`config.mk`:
```
export PLATFORM = sky130hd
export DESIGN_NAME = iq_oldest_issue
export DESIGN_NICKNAME = d
export VERILOG_FILES = /design/src/rtl/iq_pkg.sv /design/src/rtl/iq_dispatch_ctrl.sv /design/src/rtl/iq_entry_array.sv /design/src/rtl/iq_age_select.sv /design/src/rtl/iq_oldest_issue.sv
export SDC_FILE = /design/constraint.sdc
export NUM_CORES = 1
export LEC_CHECK = 0
export ABC_AREA = 1
export CORE_MARGIN = 1
export CORE_UTILIZATION = 69
export CTS_BUF_LIST = sky130_fd_sc_hd__clkbuf_16
export DETAILED_ROUTE_END_ITERATION = 16
export DONT_BUFFER_PORTS = 1
export PLACE_DENSITY_LB_ADDON = 0.05
export RECOVER_POWER = 25
export SYNTH_ARGS = -nofsm -noshare
export SYNTH_HDL_FRONTEND = slang
export SYNTH_SLANG_ARGS = --single-unit
```
`constraint.sdc`:
```
create_clock -name clk -period 44.7 [get_ports clk]
set_input_delay 6.705 -clock clk [delete_from_list [all_inputs] [get_ports clk]]
set_output_delay 6.705 -clock clk [all_outputs]
set_load 0.03 [all_outputs]
```
`src/rtl/iq_pkg.sv`:
```
package iq_pkg;

  typedef enum logic [2:0] {
    STALL_NONE = 3'd0,
    STALL_LDQ  = 3'd1,
    STALL_STQ  = 3'd2,
    STALL_BUF  = 3'd3,
    STALL_GRP  = 3'd4
  } stall_e;

  typedef struct packed {
    logic opnd_rdy;
    logic mem_rdy;
    logic is_load;
    logic is_store;
    logic zero_lat;
    logic must_issue;
  } disp_attr_t;

endpackage

```
`src/rtl/iq_dispatch_ctrl.sv`:
```
module iq_dispatch_ctrl
  import iq_pkg::*;
(
  input  logic       clk,
  input  logic       rst_n,
  input  logic       valid,
  input  disp_attr_t attr,
  input  logic       ldq_full,
  input  logic       stq_full,
  input  logic       buf_full,
  input  logic       grp_reserved,
  output stall_e     stall,
  output logic       enq,
  output logic       enq_ready,
  output logic       byp
);

  logic is_mem;
  logic opnds_ok;
  logic accept;

  always_comb begin
    is_mem   = attr.is_load | attr.is_store;
    opnds_ok = attr.opnd_rdy & (~is_mem | attr.mem_rdy);

    // ranked causes: lowest code wins
    if (!valid)                        stall = STALL_NONE;
    else if (attr.is_load && ldq_full) stall = STALL_LDQ;
    else if (attr.is_store && stq_full) stall = STALL_STQ;
    else if (buf_full)                 stall = STALL_BUF;
    else if (grp_reserved)             stall = STALL_GRP;
    else                               stall = STALL_NONE;

    accept    = valid & (stall == STALL_NONE);
    byp       = accept & opnds_ok & (attr.zero_lat | attr.must_issue);
    enq       = accept & ~byp;
    enq_ready = opnds_ok;
  end

  assert_ldq_ranked_first_R9: assert property (@(posedge clk) disable iff (!rst_n)
    (valid && attr.is_load && ldq_full) |-> (stall == STALL_LDQ));

  assert_grp_lowest_rank_R9: assert property (@(posedge clk) disable iff (!rst_n)
    (stall == STALL_GRP) |-> (grp_reserved && !buf_full));

  assert_route_exclusive_R8: assert property (@(posedge clk) disable iff (!rst_n)
    $onehot0({enq, byp}));

  assert_refused_not_taken_R12: assert property (@(posedge clk) disable iff (!rst_n)
    (stall != STALL_NONE) |-> (!enq && !byp));

endmodule

```
`src/rtl/iq_entry_array.sv`:
```
module iq_entry_array #(
  parameter int DEPTH  = 8,
  parameter int SEQ_W  = 8,
  localparam int SLOT_W = (DEPTH > 1) ? $clog2(DEPTH) : 1
) (
  input  logic                        clk,
  input  logic                        rst_n,
  input  logic                        wr_en,
  input  logic                        wr_ready,
  input  logic                        wr_mem,
  input  logic [SEQ_W-1:0]            wr_seq,
  input  logic                        clr_en,
  input  logic [SLOT_W-1:0]           clr_slot,
  input  logic [DEPTH-1:0]            opnd_rdy,
  input  logic [DEPTH-1:0]            mem_rdy,
  output logic [DEPTH-1:0][SEQ_W-1:0] seq_o,
  output logic [DEPTH-1:0]            avail_o,
  output logic                        full_o
);

  logic [DEPTH-1:0]            vld_q, vld_d;
  logic [DEPTH-1:0]            rdy_q, rdy_d;
  logic [DEPTH-1:0]            mem_q;
  logic [DEPTH-1:0][SEQ_W-1:0] seq_q;
  logic [DEPTH-1:0]            promote;
  logic [DEPTH-1:0]            wr_hit;
  logic [DEPTH-1:0]            clr_hit;
  logic [DEPTH-1:0]            st_en;
  logic [SLOT_W-1:0]           free_slot;

  // lowest empty slot takes the next write
  always_comb begin
    logic found;
    found     = 1'b0;
    free_slot = '0;
    for (int i = 0; i < DEPTH; i++) begin
      if (!vld_q[i] && !found) begin
        free_slot = SLOT_W'(i);
        found     = 1'b1;
      end
    end
  end

  assign full_o  = &vld_q;
  assign seq_o   = seq_q;
  assign promote = vld_q & ~rdy_q & opnd_rdy & (~mem_q | mem_rdy);
  assign avail_o = vld_q & (rdy_q | promote);

  for (genvar i = 0; i < DEPTH; i++) begin : g_ent
    always_comb begin
      wr_hit[i]  = wr_en && !full_o && (free_slot == SLOT_W'(i));
      clr_hit[i] = clr_en && (clr_slot == SLOT_W'(i));
      st_en[i]   = wr_hit[i] | clr_hit[i] | promote[i];
      if (wr_hit[i]) begin
        vld_d[i] = 1'b1;
        rdy_d[i] = wr_ready;
      end else if (clr_hit[i]) begin
        vld_d[i] = 1'b0;
        rdy_d[i] = 1'b0;
      end else begin
        vld_d[i] = vld_q[i];
        rdy_d[i] = rdy_q[i] | promote[i];
      end
    end

    always_ff @(posedge clk or negedge rst_n) begin
      if (!rst_n) begin
        vld_q[i] <= 1'b0;
        rdy_q[i] <= 1'b0;
      end else if (st_en[i]) begin
        vld_q[i] <= vld_d[i];
        rdy_q[i] <= rdy_d[i];
      end
    end

    always_ff @(posedge clk) begin
      if (wr_hit[i]) begin
        mem_q[i] <= wr_mem;
        seq_q[i] <= wr_seq;
      end
    end

    assert_issued_leaves_R7: assert property (@(posedge clk) disable iff (!rst_n)
      clr_hit[i] |=> !vld_q[i]);

    assert_write_lands_R11: assert property (@(posedge clk) disable iff (!rst_n)
      wr_hit[i] |=> (vld_q[i] && seq_q[i] == $past(wr_seq)));

    assert_waiting_not_avail_R3: assert property (@(posedge clk) disable iff (!rst_n)
      (vld_q[i] && !rdy_q[i] && !opnd_rdy[i]) |-> !avail_o[i]);
  end

endmodule

```
`src/rtl/iq_age_select.sv`:
```
module iq_age_select #(
  parameter int DEPTH  = 8,
  parameter int SEQ_W  = 8,
  localparam int SLOT_W = (DEPTH > 1) ? $clog2(DEPTH) : 1
) (
  input  logic                        clk,
  input  logic                        rst_n,
  input  logic [DEPTH-1:0]            cand,
  input  logic [DEPTH-1:0][SEQ_W-1:0] seq,
  output logic                        gnt_valid,
  output logic [SLOT_W-1:0]           gnt_slot,
  output logic [SEQ_W-1:0]            gnt_seq
);

  // a is older than b when a - b wraps negative
  function automatic logic older_f(input logic [SEQ_W-1:0] a,
                                   input logic [SEQ_W-1:0] b);
    logic [SEQ_W-1:0] d;
    d = a - b;
    return d[SEQ_W-1];
  endfunction

  always_comb begin
    gnt_valid = 1'b0;
    gnt_slot  = '0;
    gnt_seq   = '0;
    for (int i = 0; i < DEPTH; i++) begin
      if (cand[i] && (!gnt_valid || older_f(seq[i], gnt_seq))) begin
        gnt_valid = 1'b1;
        gnt_slot  = SLOT_W'(i);
        gnt_seq   = seq[i];
      end
    end
  end

  assert_grant_is_cand_R6: assert property (@(posedge clk) disable iff (!rst_n)
    gnt_valid |-> cand[gnt_slot]);

  for (genvar i = 0; i < DEPTH; i++) begin : g_chk
    assert_no_older_left_R5: assert property (@(posedge clk) disable iff (!rst_n)
      (cand[i] && gnt_slot != SLOT_W'(i)) |-> (gnt_valid && !older_f(seq[i], gnt_seq)));
  end

endmodule

```
`src/rtl/iq_oldest_issue.sv`:
```
module iq_oldest_issue
  import iq_pkg::*;
#(
  parameter int DEPTH = 8,
  parameter int SEQ_W = 8
) (
  input  logic             clk,
  input  logic             rst_n,
  input  logic             disp_valid,
  input  logic [SEQ_W-1:0] disp_seq,
  input  logic             disp_opnd_rdy,
  input  logic             disp_mem_rdy,
  input  logic             disp_load,
  input  logic             disp_store,
  input  logic             disp_zero_lat,
  input  logic             disp_must_issue,
  input  logic             ldq_full,
  input  logic             stq_full,
  input  logic             grp_reserved,
  input  logic [DEPTH-1:0] slot_opnd_rdy,
  input  logic [DEPTH-1:0] slot_mem_rdy,
  input  logic [DEPTH-1:0] slot_res_ok,
  output logic             issue_valid,
  output logic [SEQ_W-1:0] issue_seq,
  output logic             byp_valid,
  output logic [SEQ_W-1:0] byp_seq,
  output logic [2:0]       stall_code
);

  localparam int SLOT_W = (DEPTH > 1) ? $clog2(DEPTH) : 1;

  logic [1:0]                  rst_sync_q;
  logic                        rst_i_n;
  disp_attr_t                  attr;
  stall_e                      stall;
  logic                        enq, enq_ready, byp;
  logic                        q_full;
  logic [DEPTH-1:0]            avail;
  logic [DEPTH-1:0]            cand;
  logic [DEPTH-1:0][SEQ_W-1:0] ent_seq;
  logic                        gnt_valid;
  logic [SLOT_W-1:0]           gnt_slot;
  logic [SEQ_W-1:0]            gnt_seq;

  // assert asynchronously, release on the clock
  always_ff @(posedge clk or negedge rst_n) begin
    if (!rst_n) rst_sync_q <= 2'b00;
    else        rst_sync_q <= {rst_sync_q[0], 1'b1};
  end
  assign rst_i_n = rst_sync_q[1];

  always_comb begin
    attr.opnd_rdy   = disp_opnd_rdy;
    attr.mem_rdy    = disp_mem_rdy;
    attr.is_load    = disp_load;
    attr.is_store   = disp_store;
    attr.zero_lat   = disp_zero_lat;
    attr.must_issue = disp_must_issue;
  end

  iq_dispatch_ctrl u_ctrl (
    .clk          (clk),
    .rst_n        (rst_i_n),
    .valid        (disp_valid & rst_i_n),
    .attr         (attr),
    .ldq_full     (ldq_full),
    .stq_full     (stq_full),
    .buf_full     (q_full),
    .grp_reserved (grp_reserved),
    .stall        (stall),
    .enq          (enq),
    .enq_ready    (enq_ready),
    .byp          (byp)
  );

  iq_entry_array #(.DEPTH(DEPTH), .SEQ_W(SEQ_W)) u_ents (
    .clk      (clk),
    .rst_n    (rst_i_n),
    .wr_en    (enq),
    .wr_ready (enq_ready),
    .wr_mem   (disp_load | disp_store),
    .wr_seq   (disp_seq),
    .clr_en   (gnt_valid),
    .clr_slot (gnt_slot),
    .opnd_rdy (slot_opnd_rdy),
    .mem_rdy  (slot_mem_rdy),
    .seq_o    (ent_seq),
    .avail_o  (avail),
    .full_o   (q_full)
  );

  assign cand = avail & slot_res_ok;

  iq_age_select #(.DEPTH(DEPTH), .SEQ_W(SEQ_W)) u_sel (
    .clk       (clk),
    .rst_n     (rst_i_n),
    .cand      (cand),
    .seq       (ent_seq),
    .gnt_valid (gnt_valid),
    .gnt_slot  (gnt_slot),
    .gnt_seq   (gnt_seq)
  );

  assign issue_valid = gnt_valid;
  assign issue_seq   = gnt_seq;
  assign byp_valid   = byp;
  assign byp_seq     = disp_seq;
  assign stall_code  = stall;

  assert_full_blocks_enq_R10: assert property (@(posedge clk) disable iff (!rst_i_n)
    (q_full && disp_valid) |-> (stall_code != 3'd0));

  assert_bypass_not_stored_R8: assert property (@(posedge clk) disable iff (!rst_i_n)
    byp_valid |-> !enq);

endmodule

```
==> summary.md <==
| Metric | Value |
|---|---|
| Most frequent cells after synthesis | `nand2_1 (199), inv_1 (90), edfxtp_1 (72)` |
| Synth-to-Final Area Change | `6.30%` |
| Clk sinks | `90` |
| Pint | `186 uW` |
| Synth Net Count | `734` |
| Buffers on Ports | `0` |
| Top sig layer | `met4` |
| Via Count | `4366` |
| Setup ws final | `19.87 ns` |
| CP max stage cell | `a21oi_1` |
| Avg WL per Cell | `16.7 um` |
| GP Congestion | `0.911` |
| Hold Crit Class | `reg2async` |
| Slew HR | `27.7%` |
| Critical-path maximum fanout | `25` |
| GR Overflow Total | `0` |
| CP max stage delay | `0.56 ns` |
| Seq/Total Area, Yosys | `47.9%` |
| Worst Setup Start Kind | `primary input` |
| Pre-CTS setup slack | `20.02 ns` |
| Netlist cell types | `33` |
| # setup viols final | `0` |
| Ports | `65` |
| Synthesized flop and latch total | `90` |
| CTS tree | `done` |
| DRT Pass-1 Iters | `6` |
| Mapped cell area | `5460 um2` |
| Most frequent cell after synthesis | `nand2_1` |
| Worst IR drop on VDD | `35.3 uV` |
| CTS Hold Buffers Added | `0` |
| Period utilization | `55.6%` |
| Status | `finished, final reports clean` |
| R2R depth | `71` |
| Clock slew at reported path FFs | `0.07 ns` |
| Core Box Area | `7690 um2` |
| Resized Gates After CTS | `0` |
| CP Depth | `68` |
| Element type at the critical path end | `primary output` |
| Max Freq | `40.3 MHz` |
| Synth area leader | `edfxtp_1` |
| Starting DRT DRC Count | `358` |
| Critical Path Most Common Cell | `nand2_1` |
| EDFF count, synth | `72` |
| Final-stage net count | `732` |
| Post-DRT Antenna Nets | `0` |
| Mean Syn Cell Area | `8.41 um2` |
| Share of layout cells above drive strength 1 | `6.90%` |
| Reg area | `2610 um2` |
| Post-synth top area share | `39.6%` |
| Yosys warning total | `0` |
| DR vias/cell | `5.78` |
| Leakage power | `0.00282 uW` |
| Clk_lat worst skew | `0.34 ns` |
| Dpl hpwl | `9430 um` |
| DRT met1 WL | `5440 um` |
| Final WL | `12600 um` |
| H-tree depth | `3` |
| Family with the most delay on the worst path | `compound AO/OA/AOI/OAI gates` |
| Synth area leaders | `edfxtp_1 (40%), nand2_1 (14%), ha_1 (9.4%), dfrtp_1 (8.3%), inv_1 (6.2%)` |
| DR WL met3 | `1050 um` |
| Worst Path Buf+Inv | `4` |
| RSZ-0062 raised after global routing | `no` |
| Global-route wire length before repair | `20200 um` |
| Clk buf depth | `2` |
| Worst path arrival time | `18.13 ns` |
| Starting Density | `71.0%` |
| Max Cap Viol | `0` |
| Clock Power Share | `23.7%` |
| Setup TNS after final layout | `0 ns` |
| Setup Skew | `0.00918 ns` |
| Area occupied by multi-input gates | `2390 um2` |
| WL met2 | `5820 um` |
| Post-CTS Setup Inserts | `0` |
| Worst path required time | `37.99 ns` |
| Syn Inst Count | `649` |
| Largest net degree at the start of global routing | `26` |
| Die H | `90.9 um` |
| Antenna violations before repair | `1` |
| Switching Power | `129 uW` |
| PD cells | `54.2 nW/um2` |
| Net Sw Frac | `40.9%` |
| CTS Buf Count | `9` |
| Crit path kind | `in2out` |
| Gr usage total | `32.1%` |
| Final min period | `24.83 ns` |
| Seq pwr share | `32.6%` |
| Vias in the first global route | `4122` |
| Most used DFF post-synth | `edfxtp_1` |
| Logic pwr share | `43.8%` |
| Row count | `32` |
| # DRC | `0` |
| Die area | `8270 um2` |
| Hold Violations, Final | `0` |
| Fillers | `540` |
| Max Transition Viols Final | `0` |
| Clock root buffer | `clkbuf_16` |
| Worst-margin pin slew | `1.08 ns` |
| Async set-reset flop share out of synthesis | `20.0%` |
| Die Width | `90.9 um` |
-- stage by stage --
stage,area (um2),util (%),cells,total power (uW),hold slack [ns]
2_1_floorplan,5460,-,649,213,0.209
3_3_place_gp,5510,71.6,738,233,0.314
3_5_place_dp,5510,71.6,738,239,0.310
6_report,5800,75.5,755,314,0.293
4_1_cts,5800,75.4,754,314,0.313
5_1_grt,5800,75.5,755,337,0.363
-- kinds of logic after synthesis --
kind of cell | count (synthesis) | share of synthesized area, %
buffers and inverters | 110 | 8.34
DFF | 90 | 47.9
other | 1 | 0.0687
and+or+nand+nor | 315 | 25.0
adders and majority gates | 41 | 9.40
xor gates and xnor gates | 2 | 0.321
AOI/OAI and AO/OA | 90 | 9.01
-- worst register-to-register path, delay by kind of cell (launching register included) --
| kind | cells | cell delay, ns |
|---|---|---|
| flops | 1 | 0.46 |
| compound gates | 18 | 4.32 |
| buf+inv | 4 | 0.43 |
| simple gates | 42 | 4.39 |
| fa+ha+maj | 7 | 2.17 |
-- cells in the final DEF, fill, tap and decap left out, types with 2 or more instances in the layout --
master / Yosys / final
ha_1: 41 / 41
a21oi_1: 26 / 26
inv_1: 90 / 90
nor3_1: 4 / 4
dfrtp_1: 18 / 18
nand4_1: 6 / 6
buf_4: 9 / 3
nand2_1: 199 / 199
xor2_1: 2 / 2
a211oi_1: 7 / 7
clkinv_2: 0 / 2
o21ai_0: 38 / 38
a31oi_1: 9 / 9
nand2_4: 3 / 3
nand3_2: 7 / 7
inv_2: 4 / 4
nand3_1: 41 / 41
nand2_2: 8 / 8
nor2_1: 41 / 41
edfxtp_1: 72 / 72
clkbuf_16: 0 / 9
o21ai_1: 7 / 7
-- metal layers --
layer  vias up  global-route usage, %
li1       2147                      -
met1      2003                   43.3
met2       194                   50.8
met3        22                   7.71
met4         0                   12.2
met5         -                      0
-- state kept, by name, indices dropped and copies added, names as in the netlist --
signal and count:
u_ents.seq_o 64, u_ents.mem_q 8, u_ents.rdy_q 8, u_ents.vld_q 8, rst_sync_q 2
-- final cells by class --
cell class                      count  area share [%]
Timing Repair Buffer                3           0.388
Clock inverter                      7            1.19
Clock buffer                        9            3.88
Antenna cell                        1          0.0431
Sequential cell                    90            45.0
Multi-Input combinational cell    449            41.2
Tap cell                          102            2.20
Inverter                           94            6.08
-- power groups by stage --
stage / clock [uW] / sequential, uW / combinational (uW)
detailed placement: 0 / 104 / 135
finish: 74.5 / 102 / 138
floorplan: 0 / 103 / 110
CTS: 75.0 / 102 / 137
global placement: 0 / 104 / 129
global route: 77.9 / 103 / 156
-- worst paths after layout --
| path | slack, ns | startpoint | to |
|---|---|---|---|
| max | 19.87 | slot_opnd_rdy[0] | issue_seq[4] |
| min | 0.29 | rst_sync_q[1] | u_ents.vld_q[7] |
| max reg2reg | 32.86 | u_ents.vld_q[0] | u_ents.rdy_q[4] |
| min reg2reg | 0.29 | rst_sync_q[1] | u_ents.vld_q[7] |
| max in group asynchronous | 38.58 | rst_n | rst_sync_q[0] |
| min in group clk | 0.35 | rst_sync_q[0] | rst_sync_q[1] |
Note: power is estimated with default switching activity, not from simulation.
